## src/rtl/cfgp_pkg.sv

```systemverilog
package cfgp_pkg;
   localparam int BYTE_W    = 8;
   localparam int BIT_IDX_W = $clog2(BYTE_W);
   localparam int REV_W     = 2;
   typedef logic [BYTE_W-1:0] byte_t;
endpackage

```

## src/rtl/cfgp_addr_ctr.sv

```systemverilog
module cfgp_addr_ctr
   import cfgp_pkg::*;
#(
   parameter int ADDR_W = 4
) (
   input  logic                 clk_i,
   input  logic                 rst_n_i,
   input  logic                 clr_i,
   input  logic                 adv_i,
   input  logic                 par_mode_i,
   output logic [ADDR_W-1:0]    byte_addr_o,
   output logic [BIT_IDX_W-1:0] bit_idx_o
);
   localparam logic [ADDR_W-1:0]    LAST_ADDR = {ADDR_W{1'b1}};
   localparam logic [BIT_IDX_W-1:0] LAST_BIT  = {BIT_IDX_W{1'b1}};

   logic at_last;
   assign at_last = (byte_addr_o == LAST_ADDR);

   always_ff @(posedge clk_i or negedge rst_n_i) begin
      if (!rst_n_i) begin
         byte_addr_o <= '0;
         bit_idx_o   <= '0;
      end else if (clr_i) begin
         byte_addr_o <= '0;
         bit_idx_o   <= '0;
      end else if (adv_i) begin
         if (par_mode_i) begin
            bit_idx_o <= '0;
            if (!at_last) byte_addr_o <= byte_addr_o + 1'b1;
         end else if (bit_idx_o == LAST_BIT) begin
            if (!at_last) begin
               byte_addr_o <= byte_addr_o + 1'b1;
               bit_idx_o   <= '0;
            end
         end else begin
            bit_idx_o <= bit_idx_o + 1'b1;
         end
      end
   end
endmodule

```

## src/rtl/cfgp_rev_latch.sv

```systemverilog
module cfgp_rev_latch
   import cfgp_pkg::*;
(
   input  logic             clk_i,
   input  logic             rst_n_i,
   input  logic             cf_n_i,
   input  logic [REV_W-1:0] rev_sel_i,
   output logic [REV_W-1:0] rev_o
);
   logic cf_prev;

   always_ff @(posedge clk_i or negedge rst_n_i) begin
      if (!rst_n_i) begin
         cf_prev <= 1'b1;
         rev_o   <= '0;
      end else begin
         cf_prev <= cf_n_i;
         if (cf_n_i && !cf_prev) rev_o <= rev_sel_i;
      end
   end
endmodule

```

## src/rtl/cfgp_image_rom.sv

```systemverilog
module cfgp_image_rom
   import cfgp_pkg::*;
#(
   parameter int ADDR_W = 4,
   parameter int MULT   = 29,
   parameter int OFFS   = 53
) (
   input  logic [REV_W-1:0]  rev_i,
   input  logic [ADDR_W-1:0] addr_i,
   output byte_t             data_o
);
   localparam int FULL_W = REV_W + ADDR_W;
   localparam int PROD_W = FULL_W + 16;

   logic [PROD_W-1:0] prod;
   assign prod   = PROD_W'({rev_i, addr_i}) * PROD_W'(MULT) + PROD_W'(OFFS);
   assign data_o = prod[BYTE_W-1:0];
endmodule

```

## src/rtl/cfgp_out_drive.sv

```systemverilog
module cfgp_out_drive
   import cfgp_pkg::*;
(
   input  logic                 drive_i,
   input  logic                 par_mode_i,
   input  logic                 tick_i,
   input  byte_t                data_i,
   input  logic [BIT_IDX_W-1:0] bit_idx_i,
   output byte_t                d_o,
   output byte_t                d_oe_o,
   output logic                 clkout_o,
   output logic                 clkout_oe_o
);
   logic ser_bit;
   assign ser_bit = data_i[(BYTE_W-1) - int'(bit_idx_i)];

   for (genvar gi = 0; gi < BYTE_W; gi++) begin : g_pin
      if (gi == 0) begin : g_lead
         assign d_o[gi]    = drive_i & (par_mode_i ? data_i[gi] : ser_bit);
         assign d_oe_o[gi] = drive_i;
      end else begin : g_wide
         assign d_o[gi]    = drive_i & par_mode_i & data_i[gi];
         assign d_oe_o[gi] = drive_i & par_mode_i;
      end
   end

   assign clkout_o    = drive_i & tick_i;
   assign clkout_oe_o = drive_i;
endmodule

```

## src/rtl/cfg_prom_reader.sv

```systemverilog
module cfg_prom_reader
   import cfgp_pkg::*;
#(
   parameter int ADDR_W = 4,
   parameter int MULT   = 29,
   parameter int OFFS   = 53
) (
   input  logic             clk_i,
   input  logic             rst_n_i,
   input  logic             clk_sel_i,
   input  logic             ext_tick_i,
   input  logic             osc_tick_i,
   input  logic             ce_n_i,
   input  logic             oe_rst_n_i,
   input  logic             cf_n_i,
   input  logic             busy_i,
   input  logic             par_mode_i,
   input  logic [REV_W-1:0] rev_sel_i,
   output logic [7:0]       d_o,
   output logic [7:0]       d_oe_o,
   output logic             clkout_o,
   output logic             clkout_oe_o
);
   if (ADDR_W < 1 || ADDR_W > 24) begin : g_bad_addr_w
      $error("cfg_prom_reader: ADDR_W out of range");
   end
   if (BYTE_W != 8) begin : g_bad_byte_w
      $error("cfg_prom_reader: byte width must be 8");
   end

   logic                 sel_tick;
   logic                 clr;
   logic                 drive;
   logic                 adv;
   logic [ADDR_W-1:0]    byte_addr;
   logic [BIT_IDX_W-1:0] bit_idx;
   logic [REV_W-1:0]     rev_q;
   byte_t                rom_data;

   assign sel_tick = clk_sel_i ? osc_tick_i : ext_tick_i;
   assign clr      = ce_n_i | ~oe_rst_n_i | ~cf_n_i;
   assign drive    = ~ce_n_i & oe_rst_n_i;
   assign adv      = sel_tick & ~clr & (~par_mode_i | ~busy_i);

   cfgp_addr_ctr #(.ADDR_W(ADDR_W)) u_ctr (
      .clk_i      (clk_i),
      .rst_n_i    (rst_n_i),
      .clr_i      (clr),
      .adv_i      (adv),
      .par_mode_i (par_mode_i),
      .byte_addr_o(byte_addr),
      .bit_idx_o  (bit_idx)
   );

   cfgp_rev_latch u_rev (
      .clk_i    (clk_i),
      .rst_n_i  (rst_n_i),
      .cf_n_i   (cf_n_i),
      .rev_sel_i(rev_sel_i),
      .rev_o    (rev_q)
   );

   cfgp_image_rom #(.ADDR_W(ADDR_W), .MULT(MULT), .OFFS(OFFS)) u_rom (
      .rev_i (rev_q),
      .addr_i(byte_addr),
      .data_o(rom_data)
   );

   cfgp_out_drive u_drv (
      .drive_i    (drive),
      .par_mode_i (par_mode_i),
      .tick_i     (sel_tick),
      .data_i     (rom_data),
      .bit_idx_i  (bit_idx),
      .d_o        (d_o),
      .d_oe_o     (d_oe_o),
      .clkout_o   (clkout_o),
      .clkout_oe_o(clkout_oe_o)
   );
endmodule

```

## config.mk

```make
export PLATFORM = sky130hd
export DESIGN_NAME = cfg_prom_reader
export DESIGN_NICKNAME = d
export VERILOG_FILES = /design/src/rtl/cfgp_pkg.sv /design/src/rtl/cfgp_addr_ctr.sv /design/src/rtl/cfgp_rev_latch.sv /design/src/rtl/cfgp_image_rom.sv /design/src/rtl/cfgp_out_drive.sv /design/src/rtl/cfg_prom_reader.sv
export SDC_FILE = /design/constraint.sdc
export NUM_CORES = 1
export LEC_CHECK = 0
export BUFFER_PORTS_ARGS = -buffer_cell sky130_fd_sc_hd__buf_2
export CAP_MARGIN = 20
export CELL_PAD_IN_SITES_DETAIL_PLACEMENT = 1
export CELL_PAD_IN_SITES_GLOBAL_PLACEMENT = 2
export CORE_MARGIN = 2
export CORE_UTILIZATION = 30
export DETAILED_ROUTE_END_ITERATION = 10
export PLACE_DENSITY = 0.85
export SLEW_MARGIN = 20
export SYNTH_ARGS = -nofsm -noshare
export SYNTH_HDL_FRONTEND = slang
export SYNTH_SLANG_ARGS = --single-unit
```

## constraint.sdc

```tcl
create_clock -name clk_i -period 4.74 [get_ports clk_i]
set_input_delay 1.185 -clock clk_i [delete_from_list [all_inputs] [get_ports clk_i]]
set_output_delay 1.185 -clock clk_i [all_outputs]
set_load 0.05 [all_outputs]
```

**Word-level counts from Yosys, hierarchy flattened**

Cells that the tools add are included.

- Bitwise operators: 22
- Reductions and logical operators: 6
- Multiply operators: 1
- Add/subtract/negate cells: 4
- Equality and inequality tests: 3
- Order comparisons: 1
- Multiplexer cells: 15

Operator list:

| kind | number |
|---|---|
| $lt A32 B5 Y1 const B | 1 |
| $mux W4 | 5 |
| $mux W3 | 5 |
| $and A1 B1 Y1 | 13 |
| $add A8 B6 Y8 const B | 1 |
| $mul A6 B5 Y8 const B | 1 |
| $not A1 Y1 | 6 |
| $add A4 B1 Y4 const B | 1 |
| $eq A4 B4 Y1 const B | 1 |
| $mux W1 | 4 |
| $ne A4 B4 Y1 const B | 1 |
| $reduce_and A2 Y1 | 2 |
| $sub A3 B3 Y4 const A | 1 |
| $add A3 B1 Y3 const B | 1 |
| $bmux W1 S3 | 1 |
| $eq A3 B3 Y1 const B | 1 |
| $or A1 B1 Y1 | 3 |
| $reduce_bool A3 Y1 | 1 |
| $reduce_bool A2 Y1 | 1 |
| $logic_and A1 B1 Y1 | 1 |
| $logic_not A1 Y1 | 1 |

- Logic and storage cells: 56
- Register bits after elaboration: 10
- Output and inout bits: 18
- Input port bits: 12

**Logic depth before layout (Yosys ltp)**

- Depth in word-level cells: 8
- Mapped depth: 12
- Depth with buffers taken out: 12

**Hierarchy**

A second synthesis with hierarchy kept.

- Cell total of the unflattened synthesis: 131
- Area, all modules: 1281.2 um^2

By module, submodules not included:

| module | times used | area an instance (um^2) | cells an instance | sequential area each (um^2) |
|---|---|---|---|---|
| cfgp_image_rom | 1 | 486.7 | 53 | 0.0 |
| cfgp_addr_ctr | 1 | 425.4 | 41 | 175.2 |
| cfgp_out_drive | 1 | 207.7 | 26 | 0.0 |
| cfgp_rev_latch | 1 | 120.1 | 6 | 76.3 |
| cfg_prom_reader | 1 | 41.3 | 5 | 0.0 |

**Worst setup path before layout**

Ideal clock, no wire load.

- Path type: reg2out
- From: reg u_ctr.byte_addr_o[2]
- To: out d_o[0]
- Buffers on the path: 0
- Cell stages (with the launch flop): 11
- Arrival time: 3.379 ns
- Path slack: 0.176 ns
- Cells stage by stage: dfrtp_1 > inv_1 > ha_1 > fa_1 > fa_1 > inv_1 > ha_1 > a21oi_1 > xor2_1 > o211a_1 > a211oi_2

- Word-level cells in the longest chain between the ends: 7

Ends and longest elaborated chain:

| what | line | text |
|---|---|---|
| start, declared | cfgp_addr_ctr.sv:11 | `output logic [ADDR_W-1:0] byte_addr_o,` |
| start signal, assigned | cfgp_addr_ctr.sv:30 | `if (!at_last) byte_addr_o <= byte_addr_o + 1'b1;` |
| start signal, assigned | cfgp_addr_ctr.sv:33 | `byte_addr_o <= byte_addr_o + 1'b1;` |
| $mul A6 B5 Y8 | cfgp_image_rom.sv:16 | `assign prod = PROD_W'({rev_i, addr_i}) * PROD_W'(MULT) + PROD_W'(OFFS);` |
| $add A8 B6 Y8 | cfgp_image_rom.sv:16 |  |
| $bmux W1 S3 | cfgp_out_drive.sv:15 | `assign ser_bit = data_i[(BYTE_W-1) - int'(bit_idx_i)];` |
| $mux W1 (not written as such) (2 in series) | cfgp_out_drive.sv:15 |  |
| $mux W1 | cfgp_out_drive.sv:19 | `assign d_o[gi] = drive_i & (par_mode_i ? data_i[gi] : ser_bit);` |
| $and A1 B1 Y1 | cfgp_out_drive.sv:19 |  |
| end, declared | cfg_prom_reader.sv:19 | `output logic [7:0] d_o,` |

No other way between the ends. The select of a mux whose other input is x is not followed.

**Worst setup path in the final report**

- From: reg u_ctr.byte_addr_o[3]
- To: out d_o[0]

The elaborated chain is that of the path after synthesis.

==> metrics.yaml <==
worst_setup_path:
  cp_cell_sequence: "ha_1 > inv_1 > fa_1 > fa_1 > inv_1 > ha_4 > or3_4 > a311oi_2 > o21a_1 > a211oi_2 > buf_6"
  cp-end-kind: "output port"
  cp.arrival_ps: 3360
  cp.required_ps: 3560
  path_class: "register to output port"
  rr_worst_depth: 8
  slowest_delay_ps: 540
  worstSetupStartpointType: "register"
  slowest_stage: "fa_1"
  cp_max_fo: 5
placement:
  io_buffers: 29
  dp_hpwl_mm: 2.45
  gp_congestion: 0.796
layout:
  nNetsFinal: 205
  final_common_cell: "buf_2"
  layout_common_cells: "28 x buf_2, 19 x ha_1, 16 x inv_1, 11 x nor2_1, 9 x nand2_1"
  diodes: 0
  fill_cells: 482
  area_growth_pct: 23.7
  final_core_util: 0.386
  ff_latch_area_um2: 253
  drive_above_1_share: 0.341
  multi_input_area_um2: 886
worst_hold_path:
  holdPathStages: 1
  min_path_type: "register to register"
global_route:
  grt_pass1_vias: 1063
  grtUsageTotal: 0.140
  grt_start_max_net_pins: 12
  grt_first_pass_wirelength_mm: 4.84
  antenna_found_initial: 0
  grt_overflow_total: 0
sta:
  rsz0062_at_grt: "no"
  max_slew_margin: 0.689
  min_period_ps: 4550
  hold_ws_ps: 548
  hold_violations: 0
  finalSetupViolCount: 0
  finClkSkew_ps: 3.65
  worstMarginPinSlew_ps: 466
  period_share: 0.959
  final.setup.tns_ps: 0
  slew_viol_final: 0
  fmax_mhz: 220
logic_synthesis:
  synth_cell_types: 43
  syn_inst: 135
  syn-cell-area_um2: 1250
  yosysWarningCount: 0
  postSynthAreaPerCell_um2: 9.24
  synth.yosys.seq_area_share: 0.202
  ys_seq_elements: 10
  synth_nets: 172
cts:
  cts_sinks: 10
  cts_tree: "yes"
  h-tree-depth: 1
  path_clk_slew_ps: 50
  clkLatencyLatePin_ps: 240
  cts_made_buffers: 3
  cts_root_buf: "clkbuf_8"
  cts.path.max_buffers: 2
die:
  core_um2: 4000
  die_h_um: 68.5
  fp-row-count: 23
  die_w_um: 68.5
  start_util: 0.312
  die_area_um2: 4690
  io-pin-count: 30
drt:
  via_per_inst: 4.72
  route.detailed.drc: 0
  dr.first_iter.drc_count: 9
  ant_nets: 0
  wirelength_mm: 3.06
  wl_per_cell_um: 14.1
  vias: 1025
  first_pass_iters: 4
run_status:
  outcome: "finished clean"
power_and_ir_drop:
  total_leakage_power_nw: 0.847
  peakVddDrop_v: 0.000200
  p_per_area_nw_per_um2: 229
job:
  drv_cap: 0
-- synth_stat cells --
cell type  count  area [µm²]
xnor2_1        5        43.8
ha_1          20         250
nand2b_1       1        6.26
a2bb2oi_1      2        17.5
o2bb2ai_1      1        8.76
nor2_1        11        41.3
o31ai_1        1        7.51
mux2i_1        1        10.0
and3b_1        1        8.76
mux4_2         1        22.5
nor2b_1        4        25.0
or3_1          1        6.26
o21ai_0        1        5.00
a41o_1         1        10.0
or2_1          1        6.26
buf_4          7        52.6
dfstp_2        1        26.3
fa_1           5         100
o311ai_2       1        16.3
nand2_1        9        33.8
a311oi_1       1        8.76
nand3_1        1        5.00
xnor2_2        1        16.3
and3_1         5        31.3
a21oi_1        4        20.0
mux2_1         1        11.3
o21a_1         1        7.51
o21ai_1        1        5.00
o211ai_1       1        7.51
buf_2          2        10.0
nand4_1        1        6.26
nor3_1         1        5.00
and2_1         1        6.26
inv_1         18        67.6
o211a_1        1        10.0
xnor3_1        1        22.5
mux2_2         1        11.3
dfrtp_1        9         225
a211oi_2       2        25.0
a21o_1         1        7.51
a22oi_1        2        15.0
inv_2          2        7.51
xor2_1         2        17.5
-- cell type report --
type	count	share of cell area
well taps	50	0.0406
repair buffers	37	0.137
flip-flops and latches	10	0.164
inverters	20	0.0487
clock buffers	4	0.0357
multi-input cells	96	0.574
-- worst paths after layout --
check | from | to | slack, ps
worst max-delay path | u_ctr.byte_addr_o[3] | d_o[0] | 190
min in group asynchronous | rst_n_i | u_ctr.bit_idx_o[1] | 810
worst max register to register | u_ctr.byte_addr_o[2] | u_ctr.byte_addr_o[3] | 2780
worst min register to register | u_rev.rev_o[1] | u_rev.rev_o[1] | 550
worst min-delay path | u_rev.rev_o[1] | u_rev.rev_o[1] | 550
max in group asynchronous | rst_n_i | u_rev.cf_prev | 3660
-- critical path: cells and delay by family, from the launching register on --
family / cells / cell delay, ps
AOI/OAI and AO/OA: 3 / 460
DFF: 1 / 440
adders and majority gates: 4 / 1580
and+or+nand+nor: 1 / 390
buffers and inverters: 3 / 280
-- where the power goes --
part / internal (mW) / switching (mW) / total [mW]
sequential: 0.0894 / 0.00294 / 0.0923
clock: 0.0731 / 0.0344 / 0.108
combinational: 0.0620 / 0.0921 / 0.154
-- cell families (layout without fill, tap and decap cells) --
group | Yosys count | count (layout) | share of synthesized area
AOI/OAI and AO/OA | 21 | 21 | 0.137
xor gates and xnor gates | 9 | 9 | 0.0802
adders and majority gates | 25 | 25 | 0.281
buffers and inverters | 29 | 61 | 0.110
DFF | 10 | 10 | 0.202
muxes | 4 | 4 | 0.0441
and+or+nand+nor | 37 | 37 | 0.145
-- flip-flops by register name (all words and copies together) (netlist names) --
signal,flops
u_rev.cf_prev,1
u_ctr.bit_idx_o,3
u_ctr.byte_addr_o,4
u_rev.rev_o,2
-- through the flow --
stage	instances	instance area, µm²	total power [mW]	setup WS (ps)
floorplan	135	1250	0.205	176
global placement	207	1410	0.234	226
detailed placement	207	1410	0.238	191
CTS	213	1480	0.350	19.4
global route	217	1540	0.379	23.3
finish	217	1540	0.354	192
-- repair_timing --
| item | in CTS | in global routing |
|---|---|---|
| resized for setup | 2 | 7 |
| setup buffers | 2 | 4 |
| pin swaps | 0 | 3 |
| endpoints found under the setup margin | 1 | 1 |
| hold buffers | 0 | 0 |
| gates cloned | 0 | 0 |
| endpoints found under the hold margin | 0 | 0 |
-- layer usage --
metal	share of wire	GRT usage
met4	0.012	0.0525
met1	0.44	0.162
met2	0.54	0.263
met5	0	0
met3	0.0075	0.00987
Power figures use the tool's default switching activity.
